--- src/rtl/ext_bus_pkg.sv ---
package ext_bus_pkg;
  typedef enum logic [2:0] {
    PH_IDLE = 3'd0,
    PH_ALE  = 3'd1,
    PH_HOLD = 3'd2,
    PH_STRB = 3'd3,
    PH_REC  = 3'd4
  } phase_e;

  typedef struct packed {
    logic demux;
    logic wide;
  } mode_t;
endpackage

--- src/rtl/ext_bus_seq.sv ---
module ext_bus_seq
  import ext_bus_pkg::*;
#(
  parameter int EAW = 21,
  parameter int DW  = 16,
  parameter logic [EAW-1:0] RST_ADDR = 21'h1F2080,
  localparam int NB = DW / 8
) (
  input  logic           clk_i,
  input  logic           rst_ni,
  input  logic           req_i,
  input  logic           we_i,
  input  logic [NB-1:0]  be_i,
  input  mode_t          mode_i,
  input  logic [EAW-1:1] addr_i,
  input  logic [DW-1:0]  wdata_i,
  output phase_e         phase_o,
  output mode_t          mode_o,
  output logic           we_o,
  output logic [NB-1:0]  be_o,
  output logic [EAW-1:0] addr_o,
  output logic [DW-1:0]  wdata_o,
  output logic           byte_sel_o,
  output logic           start_o,
  output logic           ready_o
);
  logic pend_q;
  logic hi_only;

  assign hi_only = (be_i == 2'b10);

  always_ff @(posedge clk_i or negedge rst_ni) begin
    if (!rst_ni) begin
      phase_o    <= PH_IDLE;
      mode_o     <= '0;
      we_o       <= 1'b0;
      be_o       <= '0;
      addr_o     <= RST_ADDR;
      wdata_o    <= '0;
      byte_sel_o <= 1'b0;
      pend_q     <= 1'b0;
    end else begin
      unique case (phase_o)
        PH_IDLE: if (req_i) begin
          phase_o <= PH_ALE;
          mode_o  <= mode_i;
          we_o    <= we_i;
          be_o    <= be_i;
          wdata_o <= wdata_i;
          if (mode_i.wide) begin
            addr_o     <= {addr_i, hi_only};
            byte_sel_o <= hi_only;
            pend_q     <= 1'b0;
          end else begin
            // byte lane order: low first, high at addr+1
            addr_o     <= {addr_i, ~be_i[0]};
            byte_sel_o <= ~be_i[0];
            pend_q     <= &be_i;
          end
        end
        PH_ALE:  phase_o <= PH_HOLD;
        PH_HOLD: phase_o <= PH_STRB;
        PH_STRB: phase_o <= PH_REC;
        PH_REC: begin
          if (pend_q) begin
            pend_q     <= 1'b0;
            byte_sel_o <= 1'b1;
            addr_o[0]  <= 1'b1;
            phase_o    <= PH_ALE;
          end else begin
            phase_o <= PH_IDLE;
          end
        end
        default: phase_o <= PH_IDLE;
      endcase
    end
  end

  assign start_o = (phase_o == PH_IDLE) && req_i;
  assign ready_o = (phase_o == PH_REC) && !pend_q;
endmodule

--- src/rtl/ext_bus_pinmux.sv ---
module ext_bus_pinmux
  import ext_bus_pkg::*;
#(
  parameter int EAW = 21,
  parameter int DW  = 16,
  localparam int NB  = DW / 8,
  localparam int HB  = DW / 2,
  localparam int HIW = EAW - DW
) (
  input  phase_e         phase_i,
  input  mode_t          mode_i,
  input  logic           we_i,
  input  logic           byte_sel_i,
  input  logic [EAW-1:0] addr_i,
  input  logic [DW-1:0]  wdata_i,
  input  logic [DW-1:0]  port_ad_i,
  input  logic [HIW-1:0] port_ahi_i,
  output logic [DW-1:0]  ad_o,
  output logic [NB-1:0]  ad_oe_o,
  output logic [DW-1:0]  addr_o,
  output logic [HIW-1:0] addr_hi_o,
  output logic           ale_o,
  output logic           rd_n_o,
  output logic           wr_n_o
);
  logic          active;
  logic          aph;
  logic [HB-1:0] byte_d;

  assign active = (phase_i != PH_IDLE);
  assign aph    = (phase_i == PH_ALE) || (phase_i == PH_HOLD);
  assign byte_d = byte_sel_i ? wdata_i[DW-1:HB] : wdata_i[HB-1:0];

  always_comb begin
    ad_o      = port_ad_i;
    ad_oe_o   = '1;
    addr_hi_o = port_ahi_i;
    if (active) begin
      addr_hi_o = addr_i[EAW-1:DW];
      unique case ({mode_i.demux, mode_i.wide})
        2'b01: begin
          if (aph) begin
            ad_o    = addr_i[DW-1:0];
            ad_oe_o = '1;
          end else begin
            ad_o    = wdata_i;
            ad_oe_o = {NB{we_i}};
          end
        end
        2'b00: begin
          ad_o[DW-1:HB] = addr_i[DW-1:HB];
          ad_oe_o[1]    = 1'b1;
          if (aph) begin
            ad_o[HB-1:0] = addr_i[HB-1:0];
            ad_oe_o[0]   = 1'b1;
          end else begin
            ad_o[HB-1:0] = byte_d;
            ad_oe_o[0]   = we_i;
          end
        end
        2'b11: begin
          ad_o    = wdata_i;
          ad_oe_o = {NB{we_i}};
        end
        default: begin
          // high byte mirrors the internal word's upper half
          ad_o[DW-1:HB] = wdata_i[DW-1:HB];
          ad_oe_o[1]    = 1'b1;
          ad_o[HB-1:0]  = byte_d;
          ad_oe_o[0]    = we_i;
        end
      endcase
    end
  end

  assign addr_o = addr_i[DW-1:0];
  assign ale_o  = (phase_i == PH_ALE);
  assign rd_n_o = !((phase_i == PH_STRB) && !we_i);
  assign wr_n_o = !((phase_i == PH_STRB) && we_i);
endmodule

--- src/rtl/ext_bus_rdcap.sv ---
module ext_bus_rdcap
  import ext_bus_pkg::*;
#(
  parameter int DW = 16,
  localparam int NB = DW / 8
) (
  input  logic          clk_i,
  input  logic          rst_ni,
  input  phase_e        phase_i,
  input  logic          wide_i,
  input  logic          we_i,
  input  logic [NB-1:0] be_i,
  input  logic          byte_sel_i,
  input  logic          start_i,
  input  logic [DW-1:0] ad_i,
  output logic [DW-1:0] rdata_o
);
  logic cap;

  assign cap = (phase_i == PH_STRB) && !we_i;

  for (genvar l = 0; l < NB; l++) begin : g_lane
    always_ff @(posedge clk_i or negedge rst_ni) begin
      if (!rst_ni) begin
        rdata_o[l*8 +: 8] <= '0;
      end else if (start_i) begin
        rdata_o[l*8 +: 8] <= '0;
      end else if (cap) begin
        if (wide_i) begin
          if (be_i[l]) rdata_o[l*8 +: 8] <= ad_i[l*8 +: 8];
        end else if (byte_sel_i == 1'(l)) begin
          rdata_o[l*8 +: 8] <= ad_i[7:0];
        end
      end
    end
  end
endmodule

--- src/rtl/ext_bus_ctrl.sv ---
module ext_bus_ctrl
  import ext_bus_pkg::*;
#(
  parameter int AW  = 24,
  parameter int EAW = 21,
  parameter int DW  = 16,
  parameter logic [AW-1:0] RESET_ADDR = 24'h1F2080,
  localparam int NB  = DW / 8,
  localparam int HIW = EAW - DW
) (
  input  logic           clk_i,
  input  logic           rst_ni,
  input  logic [1:0]     mode_i,
  input  logic           req_i,
  input  logic           we_i,
  input  logic [NB-1:0]  be_i,
  input  logic [AW-1:0]  addr_i,
  input  logic [DW-1:0]  wdata_i,
  output logic           ready_o,
  output logic [DW-1:0]  rdata_o,
  input  logic [DW-1:0]  port_ad_i,
  input  logic [HIW-1:0] port_ahi_i,
  input  logic [DW-1:0]  ad_i,
  output logic [DW-1:0]  ad_o,
  output logic [NB-1:0]  ad_oe_o,
  output logic [DW-1:0]  addr_o,
  output logic [HIW-1:0] addr_hi_o,
  output logic           ale_o,
  output logic           rd_n_o,
  output logic           wr_n_o
);
  phase_e         phase;
  mode_t          mode_q;
  logic           we_q;
  logic [NB-1:0]  be_q;
  logic [EAW-1:0] cur_addr;
  logic [DW-1:0]  wdata_q;
  logic           byte_sel;
  logic           start;

  ext_bus_seq #(.EAW(EAW), .DW(DW), .RST_ADDR(RESET_ADDR[EAW-1:0])) u_seq (
    .clk_i      (clk_i),
    .rst_ni     (rst_ni),
    .req_i      (req_i),
    .we_i       (we_i),
    .be_i       (be_i),
    .mode_i     (mode_t'(mode_i)),
    .addr_i     (addr_i[EAW-1:1]),
    .wdata_i    (wdata_i),
    .phase_o    (phase),
    .mode_o     (mode_q),
    .we_o       (we_q),
    .be_o       (be_q),
    .addr_o     (cur_addr),
    .wdata_o    (wdata_q),
    .byte_sel_o (byte_sel),
    .start_o    (start),
    .ready_o    (ready_o)
  );

  ext_bus_pinmux #(.EAW(EAW), .DW(DW)) u_pinmux (
    .phase_i    (phase),
    .mode_i     (mode_q),
    .we_i       (we_q),
    .byte_sel_i (byte_sel),
    .addr_i     (cur_addr),
    .wdata_i    (wdata_q),
    .port_ad_i  (port_ad_i),
    .port_ahi_i (port_ahi_i),
    .ad_o       (ad_o),
    .ad_oe_o    (ad_oe_o),
    .addr_o     (addr_o),
    .addr_hi_o  (addr_hi_o),
    .ale_o      (ale_o),
    .rd_n_o     (rd_n_o),
    .wr_n_o     (wr_n_o)
  );

  ext_bus_rdcap #(.DW(DW)) u_rdcap (
    .clk_i      (clk_i),
    .rst_ni     (rst_ni),
    .phase_i    (phase),
    .wide_i     (mode_q.wide),
    .we_i       (we_q),
    .be_i       (be_q),
    .byte_sel_i (byte_sel),
    .start_i    (start),
    .ad_i       (ad_i),
    .rdata_o    (rdata_o)
  );
endmodule

--- config.mk ---
export PLATFORM = sky130hd
export DESIGN_NAME = ext_bus_ctrl
export DESIGN_NICKNAME = d
export VERILOG_FILES = /design/src/rtl/ext_bus_pkg.sv /design/src/rtl/ext_bus_seq.sv /design/src/rtl/ext_bus_pinmux.sv /design/src/rtl/ext_bus_rdcap.sv /design/src/rtl/ext_bus_ctrl.sv
export SDC_FILE = /design/constraint.sdc
export NUM_CORES = 1
export LEC_CHECK = 0
export BUFFER_PORTS_ARGS = -buffer_cell sky130_fd_sc_hd__buf_2
export CORE_AREA = 2 2 109 69
export DETAILED_ROUTE_END_ITERATION = 8
export DIE_AREA = 0 0 111 71
export PLACE_DENSITY = 0.84
export SLEW_MARGIN = 40
export SYNTH_ARGS = -nofsm -noshare
export SYNTH_HDL_FRONTEND = slang
export SYNTH_SLANG_ARGS = --single-unit
--- constraint.sdc ---
create_clock -name clk_i -period 3.39 [get_ports clk_i]
set_input_delay 0.5085 -clock clk_i [delete_from_list [all_inputs] [get_ports clk_i]]
set_output_delay 0.5085 -clock clk_i [all_outputs]
set_load 0.01 [all_outputs]
==> metrics, run 1 <==
hold_buf cts=0; Pint=slightly above 3 mW; part of the power in the clock network=0.177; register area share after synthesis=0.450; initial antenna violation count=0; Setup violations, final=0; crit path max fanout=19; Tmin final=roughly 2.7 ns; routability cong.=between 0.8 and 0.9; drt via density=5.07; R2R Path Start=u_seq.phase_o[2]; Pwr Density=1150 mW/mm^2; crit path cell chain=or2_1 -> o22ai_4 -> mux2i_1 -> a21oi_1 -> buf_2; Yosys cell types=37; Max Cap Viol=0; Core ar.=0.00694 sq mm; layout cells sized above 1=0.529; Remaining Overflow, GRT=0; Util after Layout=0.621; status=finished clean; maximum clock frequency=0.369 GHz; Slew Viols, Final=0; starting density of the core=0.500; CP max-delay cell=dfrtp_1; drt drc=0; Final Instance Area=0.00431 sq mm; Synth warnings=0; data arrival time of the worst path=2.20 ns; Routed Antenna Nets=0; post-place setup slack=~0.95 ns; final hold vios=0; slew at the pin with the worst max-slew slack=about 0.71 ns; fin crit share=0.799; Resized Gates After CTS=0; FF-to-FF setup slack=1.04 ns; clock tree buffer depth=2; Final Skew=around 0.0048 ns; Crit Path Category=reg2out; Layout area overhead=24.2%; area leader, netlist=dfrtp_1; Comb power frac=0.526; CTS tree=yes; top-area cell type share of the netlist area=0.397; RSZ-0062 raised after global routing=false; Final nets=about 490; Setup Buffers After CTS=0; Final WS setup=roughly 0.7 ns; FP Rows=24; placed cell area=0.00400 sq mm; H-tree Lvls=3; Total Wirelength=8140 um; filler instances=approximately 560; Hold Path Class=in2async; synth top area cells=dfrtp_1 40%, mux2_4 17%, mux2i_1 9.5%; Mapped Area=0.00347 sq mm; overall die width=111 um; total number of vias=2528; first-pass GRT wire length=13500 um; pin count of the biggest net entering global routing=between 40 and 50; Lkg Pwr=2.25 nW; IO buf count=139; cells after synthesis=around 280; vias in the first global route=between 2000 and 3000; Root Buffer=clkbuf_16; Die Ht=71 um; GRT Util Overall=0.217; DR iter-0 viols=88; antenna cells=0; setup_tns=0 ns; syn nets=367; max_slew headroom=0.528; switch share=0.389; CP startpoint kind=register; Worst VDD drop=0.569 mV; Yosys reg bits=62; Skew-Pair Late Insertion Delay=0.31 ns; CTS Buf Count=9; Wirelength per Cell=16.3 um; worst path required time=2.88 ns; clock sinks=between 60 and 70; crit end category=primary output; Sw Pwr=1.93 mW; die area=slightly below 0.008 sq mm; DR pass1 iterations=4; Clk pin slew, worst setup/hold paths=0.05 ns; Avg Cell Area, Syn=12.3 sq um; FF-to-FF path depth=4; # IOs=144; worst r2r dst=u_seq.addr_o[14]; Largest stage delay, worst path=0.59 ns; post-DP HPWL=6010 um; power share of the sequential group=0.297
## final cells by class
| cell class | instances | area (sq um) | area share |
|---|---|---|---|
| timing repair buffer | 144 | 746 | 0.173 |
| sequential | 62 | 1560 | 0.362 |
| clock inverter | 6 | 61.3 | 0.0142 |
| multi-input combinational | 185 | 1590 | 0.370 |
| clock buffer | 10 | 229 | 0.0532 |
| tap | 91 | 114 | 0.0264 |
| inverter | 1 | 3.75 | 0.000872 |
## critical path, delay by kind of cell (launching register included)
kind / cells / cell delay, ns
AOI/OAI and AO/OA: 2 / 0.47
muxes: 1 / 0.27
and+or+nand+nor: 1 / 0.38
DFF: 1 / 0.59
buffers and inverters: 1 / 0.17
## cell families (layout without fill, tap and decap cells)
logic type	after synthesis	in the layout	share of synthesized area
buf+inv	35	161	0.0909
simple gates	64	64	0.0906
flops	62	62	0.450
xor+xnor	1	1	0.00469
mux	74	74	0.272
compound gates	46	46	0.0920
## sequential cells by signal, summed over array words and instances (netlist names)
register	flops
u_seq.addr_o	21
u_rdcap.rdata_o	16
u_seq.wdata_o	16
u_seq.phase_o	3
u_seq.be_o	2
u_seq.mode_o	2
u_seq.pend_q	1
u_seq.we_o	1
## layout by cell type, fill, tap and decap left out, drive strengths merged, types with 2 or more instances in the layout
master / count
buf: 144
dfrtp: 55
mux2: 41
mux2i: 33
nor2: 28
nand2: 20
a21oi: 19
clkbuf: 10
o22ai: 9
a211oi: 9
o21a: 8
dfstp: 7
nand2b: 3
clkinv: 3
nor3: 2
or3: 2
inv: 2
## per-stage QoR
stage	instances	hold slack, ns	total power [mW]
after global placement	482	0.483	4.00
after detailed placement	482	0.486	4.09
final	499	0.145	4.97
after CTS	498	0.152	5.00
after global routing	499	0.164	5.30
after floorplan	282	0.213	3.48
## power by group through the flow
stage               sequential, mW  combinational (mW)  clock [mW]
finish                        1.48                2.61       0.881
global route                  1.53                2.84       0.936
CTS                           1.47                2.63       0.903
detailed placement            1.48                2.61           0
global placement              1.45                2.55           0
floorplan                     1.39                2.09           0
## worst max-delay path by stage
stage	start	slack [ns]	cells after the start	end
finish	u_seq.phase_o[2]	0.68	5	ad_o[14]
CTS	u_seq.phase_o[2]	0.68	5	ad_o[14]
global placement	u_seq.phase_o[2]	0.98	4	ad_o[14]
floorplan	u_seq.phase_o[2]	1.43	5	ad_o[10]
detailed placement	u_seq.phase_o[2]	0.95	4	u_rdcap.rdata_o[11]
global route	u_seq.phase_o[2]	0.52	5	ad_o[12]
## layer usage
metal	up-vias	track usage	part of all wire
li1	1220	-	-
met1	1211	0.304	0.46
met2	93	0.343	0.47
met3	4	0.0523	0.062
met4	0	0.0597	0.0059
met5	-	0	0
## synth_stat cells (all sizes together)
master,n
a211oi,9
a21oi,19
and2,1
and3b,1
buf,32
clkbuf,2
dfrtp,55
dfstp,7
inv,1
mux2,41
mux2i,33
nand2,20
nand2b,3
nand3,1
nand3b,1
nand4b,1
nand4bb,1
nor2,28
nor3,2
nor3b,1
o21a,8
o21ai,1
o22ai,9
or2,1
or3,2
or4b,1
xnor2,1
No activity file was read; power rests on OpenSTA's default activity.
==> run 2: changes to the inputs <==
--- a/config.mk
+++ b/config.mk
@@ -6,10 +6,10 @@
 export NUM_CORES = 1
 export LEC_CHECK = 0
 export BUFFER_PORTS_ARGS = -buffer_cell sky130_fd_sc_hd__buf_2
-export CORE_AREA = 2 2 109 69
+export CORE_AREA = 2 2 113 71
 export DETAILED_ROUTE_END_ITERATION = 8
-export DIE_AREA = 0 0 111 71
-export PLACE_DENSITY = 0.84
+export DIE_AREA = 0 0 115 73
+export PLACE_DENSITY = 0.79
 export SLEW_MARGIN = 40
 export SYNTH_ARGS = -nofsm -noshare
 export SYNTH_HDL_FRONTEND = slang
==> constraint.sdc (replaced) <==
create_clock -name clk_i -period 2.7 [get_ports clk_i]
set_input_delay 0.405 -clock clk_i [delete_from_list [all_inputs] [get_ports clk_i]]
set_output_delay 0.405 -clock clk_i [all_outputs]
set_load 0.01 [all_outputs]
==> run 2 against run 1 <==
Net effect:
- sequential power rose by 23%
- routed wire length shrank 0.55%
- first-iteration DRC count rose by 95%
- clock skew hardly changed
- setup slack worse by 0.42 ns
- combinational power up 28%
- highest routed layer unchanged
==> metrics, run 2 (synthesized netlist as in run 1, its figures left out) <==
status=finished clean; vias in the first global route=2501 (-4.0%); Core ar.=0.00751 sq mm (+8.2%); RSZ-0062 raised after global routing=false; total power=6.36 mW (+28%); FP Rows=25 (+4.2%); IO buf count=139 (unchanged); Total Wirelength=8100 um (-0.55%); Crit Path Category=reg2out; Lkg Pwr=2.27 nW (+1.2%); Remaining Overflow, GRT=0 (unchanged); Comb power frac=0.524 (-0.002); starting density of the core=0.462 (-0.0380); Die Ht=73 um (+2.8%); FF-to-FF path depth=4 (unchanged); Hold Path Class=in2async; CTS Buf Count=9 (unchanged); switch share=0.381 (-0.00766); largest registers=u_seq.addr_o: 21 flops, u_rdcap.rdata_o: 16 flops, u_seq.wdata_o: 16 flops; worst r2r dst=u_seq.wdata_o[13]; data arrival time of the worst path=2.03 ns (-0.17 ns); total number of vias=2538 (+0.40%); DR pass1 iterations=4 (unchanged); antenna cells=0 (unchanged); hold_buf cts=0 (unchanged); Layout area overhead=26.2%; max_slew headroom=0.557 (+0.0293); Tmin final=2.44 ns; drt via density=5.04 (-0.60%); Final Skew=0.00476 ns (+0.00000358 ns); initial antenna violation count=0 (unchanged); crit path max fanout=10 (-9); power share of the sequential group=0.287 (-0.010); Sw Pwr=2.43 mW (+26%); clock sinks=62 (unchanged); routability cong.=0.773 (-7.5%); max FFs per register=21 (unchanged); most frequent cells in the layout=139 x buf_2, 55 x dfrtp_1, 40 x mux2_4, 33 x mux2i_1, 27 x nor2_1; worst path required time=2.30 ns (-0.58 ns); post-DP HPWL=6210 um (+3.2%); part of the power in the clock network=0.189 (+0.012); Largest Register=u_seq.addr_o; Wirelength per Cell=16.1 um (-1.5%); Setup Buffers After CTS=0 (unchanged); crit end category=primary output; CP startpoint kind=register; R2R Path Start=u_seq.phase_o[0]; Routed Antenna Nets=0 (unchanged); # IOs=144 (unchanged); critical path endpoint=ad_o[1]; commonest non-fill, non-tap cell in the layout=buf_2; Clk pin slew, worst setup/hold paths=0.05 ns (about the same); overall die width=115 um (+3.6%); Final WS setup=0.261 ns (-0.421 ns); clock tree buffer depth=2 (unchanged); post-place setup slack=0.599 ns (-0.356 ns); GRT Util Overall=0.198 (-0.0189); slew at the pin with the worst max-slew slack=0.664 ns (-0.0439 ns); CTS tree=yes; Root Buffer=clkbuf_16; DR iter-0 viols=172 (+95%); Skew-Pair Late Insertion Delay=0.32 ns (about the same); setup_tns=0 ns (unchanged); Pint=3.94 mW (+30%); layout cells sized above 1=0.529 (about the same); die area=0.00840 sq mm (+6.5%); Slew Viols, Final=0 (unchanged); pin count of the biggest net entering global routing=36 (-23%); Resized Gates After CTS=0 (unchanged); FF-to-FF setup slack=0.63 ns (-0.41 ns); H-tree Lvls=3 (unchanged); Critical Path Source=u_seq.phase_o[1]; final hold vios=0 (unchanged); Setup violations, final=0 (unchanged); Max Cap Viol=0 (unchanged); filler instances=612 (+9.1%); drt drc=0 (unchanged); Pwr Density=1450 mW/mm^2 (+26%); Final nets=490 (+0.41%); fin crit share=0.903; maximum clock frequency=0.410 GHz; Worst VDD drop=0.558 mV (-1.9%); first-pass GRT wire length=12800 um (-5.3%)
run 2: changes by cell type in the layout (fill, tap and decap cells not counted):
cell	before	now
buf_12	1	3
bufinv_16	1	2
clkinv_2	3	2
clkinv_4	0	1
inv_6	1	0
or3_1	1	2
or3_2	1	0
run 2: critical path, cell delays in order, from the launching register on:
cell and delay (ns):
dfrtp_1 0.52, a21oi_1 0.58, a21oi_1 0.15, o22ai_1 0.20
o21a_1 0.15, buf_2 0.12
run 2: worst min-delay path by stage:
| stage | end | depth (start not counted) | startpoint |
|---|---|---|---|
| final | u_rdcap.rdata_o[6] | 1 | rst_ni |
| after global routing | u_rdcap.rdata_o[6] | 1 | rst_ni |
| after global placement | u_rdcap.rdata_o[0] | 1 | rst_ni |
| after floorplan | u_rdcap.rdata_o[0] | 0 | rst_ni |
| after CTS | u_rdcap.rdata_o[6] | 1 | rst_ni |
| after detailed placement | u_rdcap.rdata_o[6] | 1 | rst_ni |
run 2: metrics by stage:
| stage | utilization | hold WS [ns] | cells | cell area, sq um |
|---|---|---|---|---|
| final | 0.583 | 0.110 | 504 | 4370 |
| after global routing | 0.583 | 0.157 | 504 | 4370 |
| after global placement | 0.541 | 0.461 | 488 | 4060 |
| after CTS | 0.583 | 0.126 | 504 | 4370 |
| after detailed placement | 0.541 | 0.465 | 488 | 4060 |
| after floorplan | - | 0.109 | 282 | 3470 |
run 2: cell type report:
type	count	area (sq um)	area share
clock buffer	10	229	0.0523
clock inverter	6	86.3	0.0197
sequential	62	1560	0.357
multi-input combinational	185	1590	0.364
inverter	1	3.75	0.000858
tap	94	118	0.0269
timing repair buffer	146	786	0.180
run 2: power groups by stage:
| stage | combinational, mW | sequential, mW | clock (mW) |
|---|---|---|---|
| after CTS | 3.36 | 1.83 | 1.23 |
| after global placement | 3.29 | 1.81 | 0 |
| after floorplan | 2.62 | 1.74 | 0 |
| after detailed placement | 3.35 | 1.84 | 0 |
| after global routing | 3.63 | 1.89 | 1.27 |
| final | 3.33 | 1.82 | 1.20 |
run 2: per-layer routing:
| layer | share of wire | wire length [um] | vias to the layer above | GRT usage |
|---|---|---|---|---|
| met3 | 0.060 | 489 | 4 | 0.0407 |
| li1 | - | - | 1232 | - |
| met2 | 0.44 | 3580 | 92 | 0.313 |
| met1 | 0.49 | 3960 | 1210 | 0.280 |
| met4 | 0.0072 | 58 | 0 | 0.0535 |
| met5 | 0 | 0 | - | 0 |
==> run 3: changes to the inputs <==
--- a/config.mk
+++ b/config.mk
@@ -6,11 +6,12 @@
 export NUM_CORES = 1
 export LEC_CHECK = 0
 export BUFFER_PORTS_ARGS = -buffer_cell sky130_fd_sc_hd__buf_2
-export CORE_AREA = 2 2 113 71
+export CORE_AREA = 2 2 116 73
 export DETAILED_ROUTE_END_ITERATION = 8
-export DIE_AREA = 0 0 115 73
-export PLACE_DENSITY = 0.79
+export DIE_AREA = 0 0 118 75
+export PLACE_DENSITY = 0.8
 export SLEW_MARGIN = 40
 export SYNTH_ARGS = -nofsm -noshare
 export SYNTH_HDL_FRONTEND = slang
+export SYNTH_HIERARCHICAL = 1
 export SYNTH_SLANG_ARGS = --single-unit
==> run 3 against run 2 <==
Net effect:
- global-route usage up 2.7 points
- synthesized cell count is 20% higher
- maximum frequency is 2.2% lower
- utilization grew 2.8 points
- combinational power up 11%
- setup slack worse by 0.055 ns
- area after synthesis is 8.9% higher
==> metrics, run 3 <==
status=finished clean; pin count of the biggest net entering global routing=49 (+36%); largest registers=u_seq/addr_o: 20 flops, u_rdcap/rdata_o: 16 flops, u_seq/wdata_o: 16 flops; filler instances=624 (+2.0%); worst r2r dst=u_seq/addr_o[3]; Synth Area in XOR/XNOR=0.00662 (+0.00193); data arrival time of the worst path=2.09 ns (+0.06 ns); syn nets=423 (+15%); DR iter-0 viols=166 (-3.5%); Final Skew=0.00445 ns (-0.000309 ns); synth top area cells=dfrtp_1 36%, mux2_4 14%, mux2i_1 6.4%; Remaining Overflow, GRT=0 (unchanged); total number of vias=3041 (+20%); Core ar.=0.00773 sq mm (+2.9%); commonest non-fill, non-tap cell in the layout=buf_2; Tmin final=2.49 ns (+0.0553 ns); H-tree Lvls=3 (unchanged); overall die width=118 um (+2.6%); dpl cells=561 (+15%); Largest stage delay, worst path=0.52 ns (-0.06 ns); fin crit share=0.924 (+0.0205); post-synthesis mux area share=0.239 (-0.0323); maximum clock frequency=0.401 GHz (-2.2%); Synth top cells by count=55 x dfrtp_1, 37 x nor2_1, 36 x mux2_4; Final Instance Area=0.00472 sq mm (+7.8%); hold_buf cts=0 (unchanged); Setup violations, final=0 (unchanged); first-pass GRT wire length=15300 um (+20%); Lkg Pwr=2.29 nW (+0.86%); simple-gate area share of the yosys netlist=0.112 (+0.0217); R2R Path Start=u_seq/phase_o[2]; IO buf count=139 (unchanged); post-DP HPWL=7140 um (+15%); FF-to-FF setup slack=0.71 ns (+0.08 ns); Yosys cell types=41 (+11%); critical path endpoint=ad_o[2]; placed cell area=0.00441 sq mm (+8.8%); post-synthesis adder-cell area fraction=0.00265 (+0.00265); Crit Path Category=reg2out; FF-to-FF path depth=4 (unchanged); Critical Path Source=u_seq/phase_o[2]; antenna cells=0 (unchanged); clock tree buffer depth=2 (unchanged); largest family of logic cells by synthesized area=multiplexers; max FFs per register=20 (-4.8%); Async S/R FF share, synth=1.00 (unchanged); crit path max fanout=8 (-2); most frequent cells in the layout=139 x buf_2, 54 x dfrtp_1, 37 x nor2_1, 36 x mux2_4, 35 x a21oi_1; Clk pin slew, worst setup/hold paths=0.05 ns (about the same); slew at the pin with the worst max-slew slack=0.652 ns (-0.0120 ns); Routed Antenna Nets=0 (unchanged); FP Rows=25 (unchanged); final hold vios=0 (unchanged); CTS tree=yes; WP buf/inv=1 (unchanged); CTS Buf Count=9 (unchanged); Layout area overhead=24.9%; layout cells sized above 1=0.490 (-0.0389); Worst VDD drop=0.724 mV (+30%); die area=0.00885 sq mm (+5.4%); max_slew headroom=0.562 (+0.00546); Compound-Gate Fraction of Synth Area=0.132 (+0.0401); Root Buffer=clkbuf_16; top-area cell type share of the netlist area=0.364 (-0.0326); Mapped Area=0.00378 sq mm (+8.9%); register area share after synthesis=0.413 (-0.0370); vias in the first global route=2960 (+18%); DR pass1 iterations=4 (unchanged); cells after synthesis=338 (+20%); routability cong.=0.836 (+8.2%); Setup Buffers After CTS=0 (unchanged); drt via density=5.27 (+4.7%); most numerous cell in the Yosys netlist=dfrtp_1; crit end category=primary output; post-route insts no fill=577 (+14%); clock sinks=62 (unchanged); Wirelength per Cell=16.8 um (+4.7%); RSZ-0062 raised after global routing=false; # IOs=144 (unchanged); CP Depth=5 (unchanged); worst path required time=2.30 ns (about the same); Slew Viols, Final=0 (unchanged); Yosys reg bits=62 (unchanged); Crit path max-delay family=simple AND/OR/NAND/NOR gates; Final nets=549 (+12%); GRT Util Overall=0.225 (+0.0272); starting density of the core=0.489 (+0.0271); initial antenna violation count=0 (unchanged); Hold Path Class=in2async; Resized Gates After CTS=0 (unchanged); Max Cap Viol=0 (unchanged); CP max-delay cell=or3_1; total power=6.74 mW (+6.0%); Pwr Density=1430 mW/mm^2 (-1.7%); Avg Cell Area, Syn=11.2 sq um (-9.1%); Util after Layout=0.611 (+0.0279); Synth warnings=6 (+6); Total Wirelength=9710 um (+20%); drt drc=0 (unchanged); setup_tns=0 ns (unchanged); Largest Register=u_seq/addr_o; area leader, netlist=dfrtp_1; CP startpoint kind=register; crit path cell chain=or3_1 -> nand3_1 -> o22ai_1 -> nor2_1 -> buf_2; EDFF count, synth=0 (unchanged); Skew-Pair Late Insertion Delay=0.33 ns (about the same); ys flop type=dfrtp_1; Die Ht=75 um (+2.7%)
[run 3: where the power goes]
| group | switching, mW | internal [mW] | leakage, nW |
|---|---|---|---|
| clock | 0.398 | 0.759 | 0.152 |
| sequential | 0.489 | 1.41 | 0.752 |
| combinational | 1.82 | 1.87 | 1.39 |
| total | 2.71 | 4.04 | 2.29 |
[run 3: layout make-up]
| cell class | instances | area (sq um) | area share |
|---|---|---|---|
| multi-input combinational | 228 | 1870 | 0.397 |
| sequential | 62 | 1560 | 0.331 |
| timing repair buffer | 152 | 806 | 0.171 |
| clock buffer | 12 | 256 | 0.0544 |
| tap | 108 | 135 | 0.0286 |
| clock inverter | 4 | 45.0 | 0.00955 |
| inverter | 11 | 41.3 | 0.00875 |
[run 3: layer usage]
metal  track usage  vias to the layer above  share of wire
met5             0                        -              0
met4        0.0656                        0         0.0065
met3        0.0598                        6          0.063
met2         0.349                      120           0.45
met1         0.316                     1469           0.48
li1              -                     1446              -
[run 3: cell families after synthesis]
kind of cell,after synthesis
simple gates,80
compound gates,74
mux,71
flops,62
buf+inv,48
xor+xnor,2
fa+ha+maj,1
[run 3: worst min path at each step]
stage | start | end | slack [ns] | cells after the start
2_1_floorplan | rst_ni | u_rdcap/rdata_o[0] | 0.11 | 0
3_3_place_gp | rst_ni | u_seq/we_o | 0.37 | 1
5_1_grt | rst_ni | u_rdcap/rdata_o[13] | 0.03 | 1
6_report | rst_ni | u_seq/we_o | 0.02 | 1
4_1_cts | rst_ni | u_seq/we_o | 0.02 | 1
3_5_place_dp | rst_ni | u_seq/we_o | 0.37 | 1
[run 3: per-stage QoR]
step	hold WS [ns]	setup slack [ns]
2_1_floorplan	0.109	0.696
3_3_place_gp	0.365	0.542
3_5_place_dp	0.369	0.459
4_1_cts	0.0163	0.0576
5_1_grt	0.0317	0.0987
6_report	0.0166	0.206
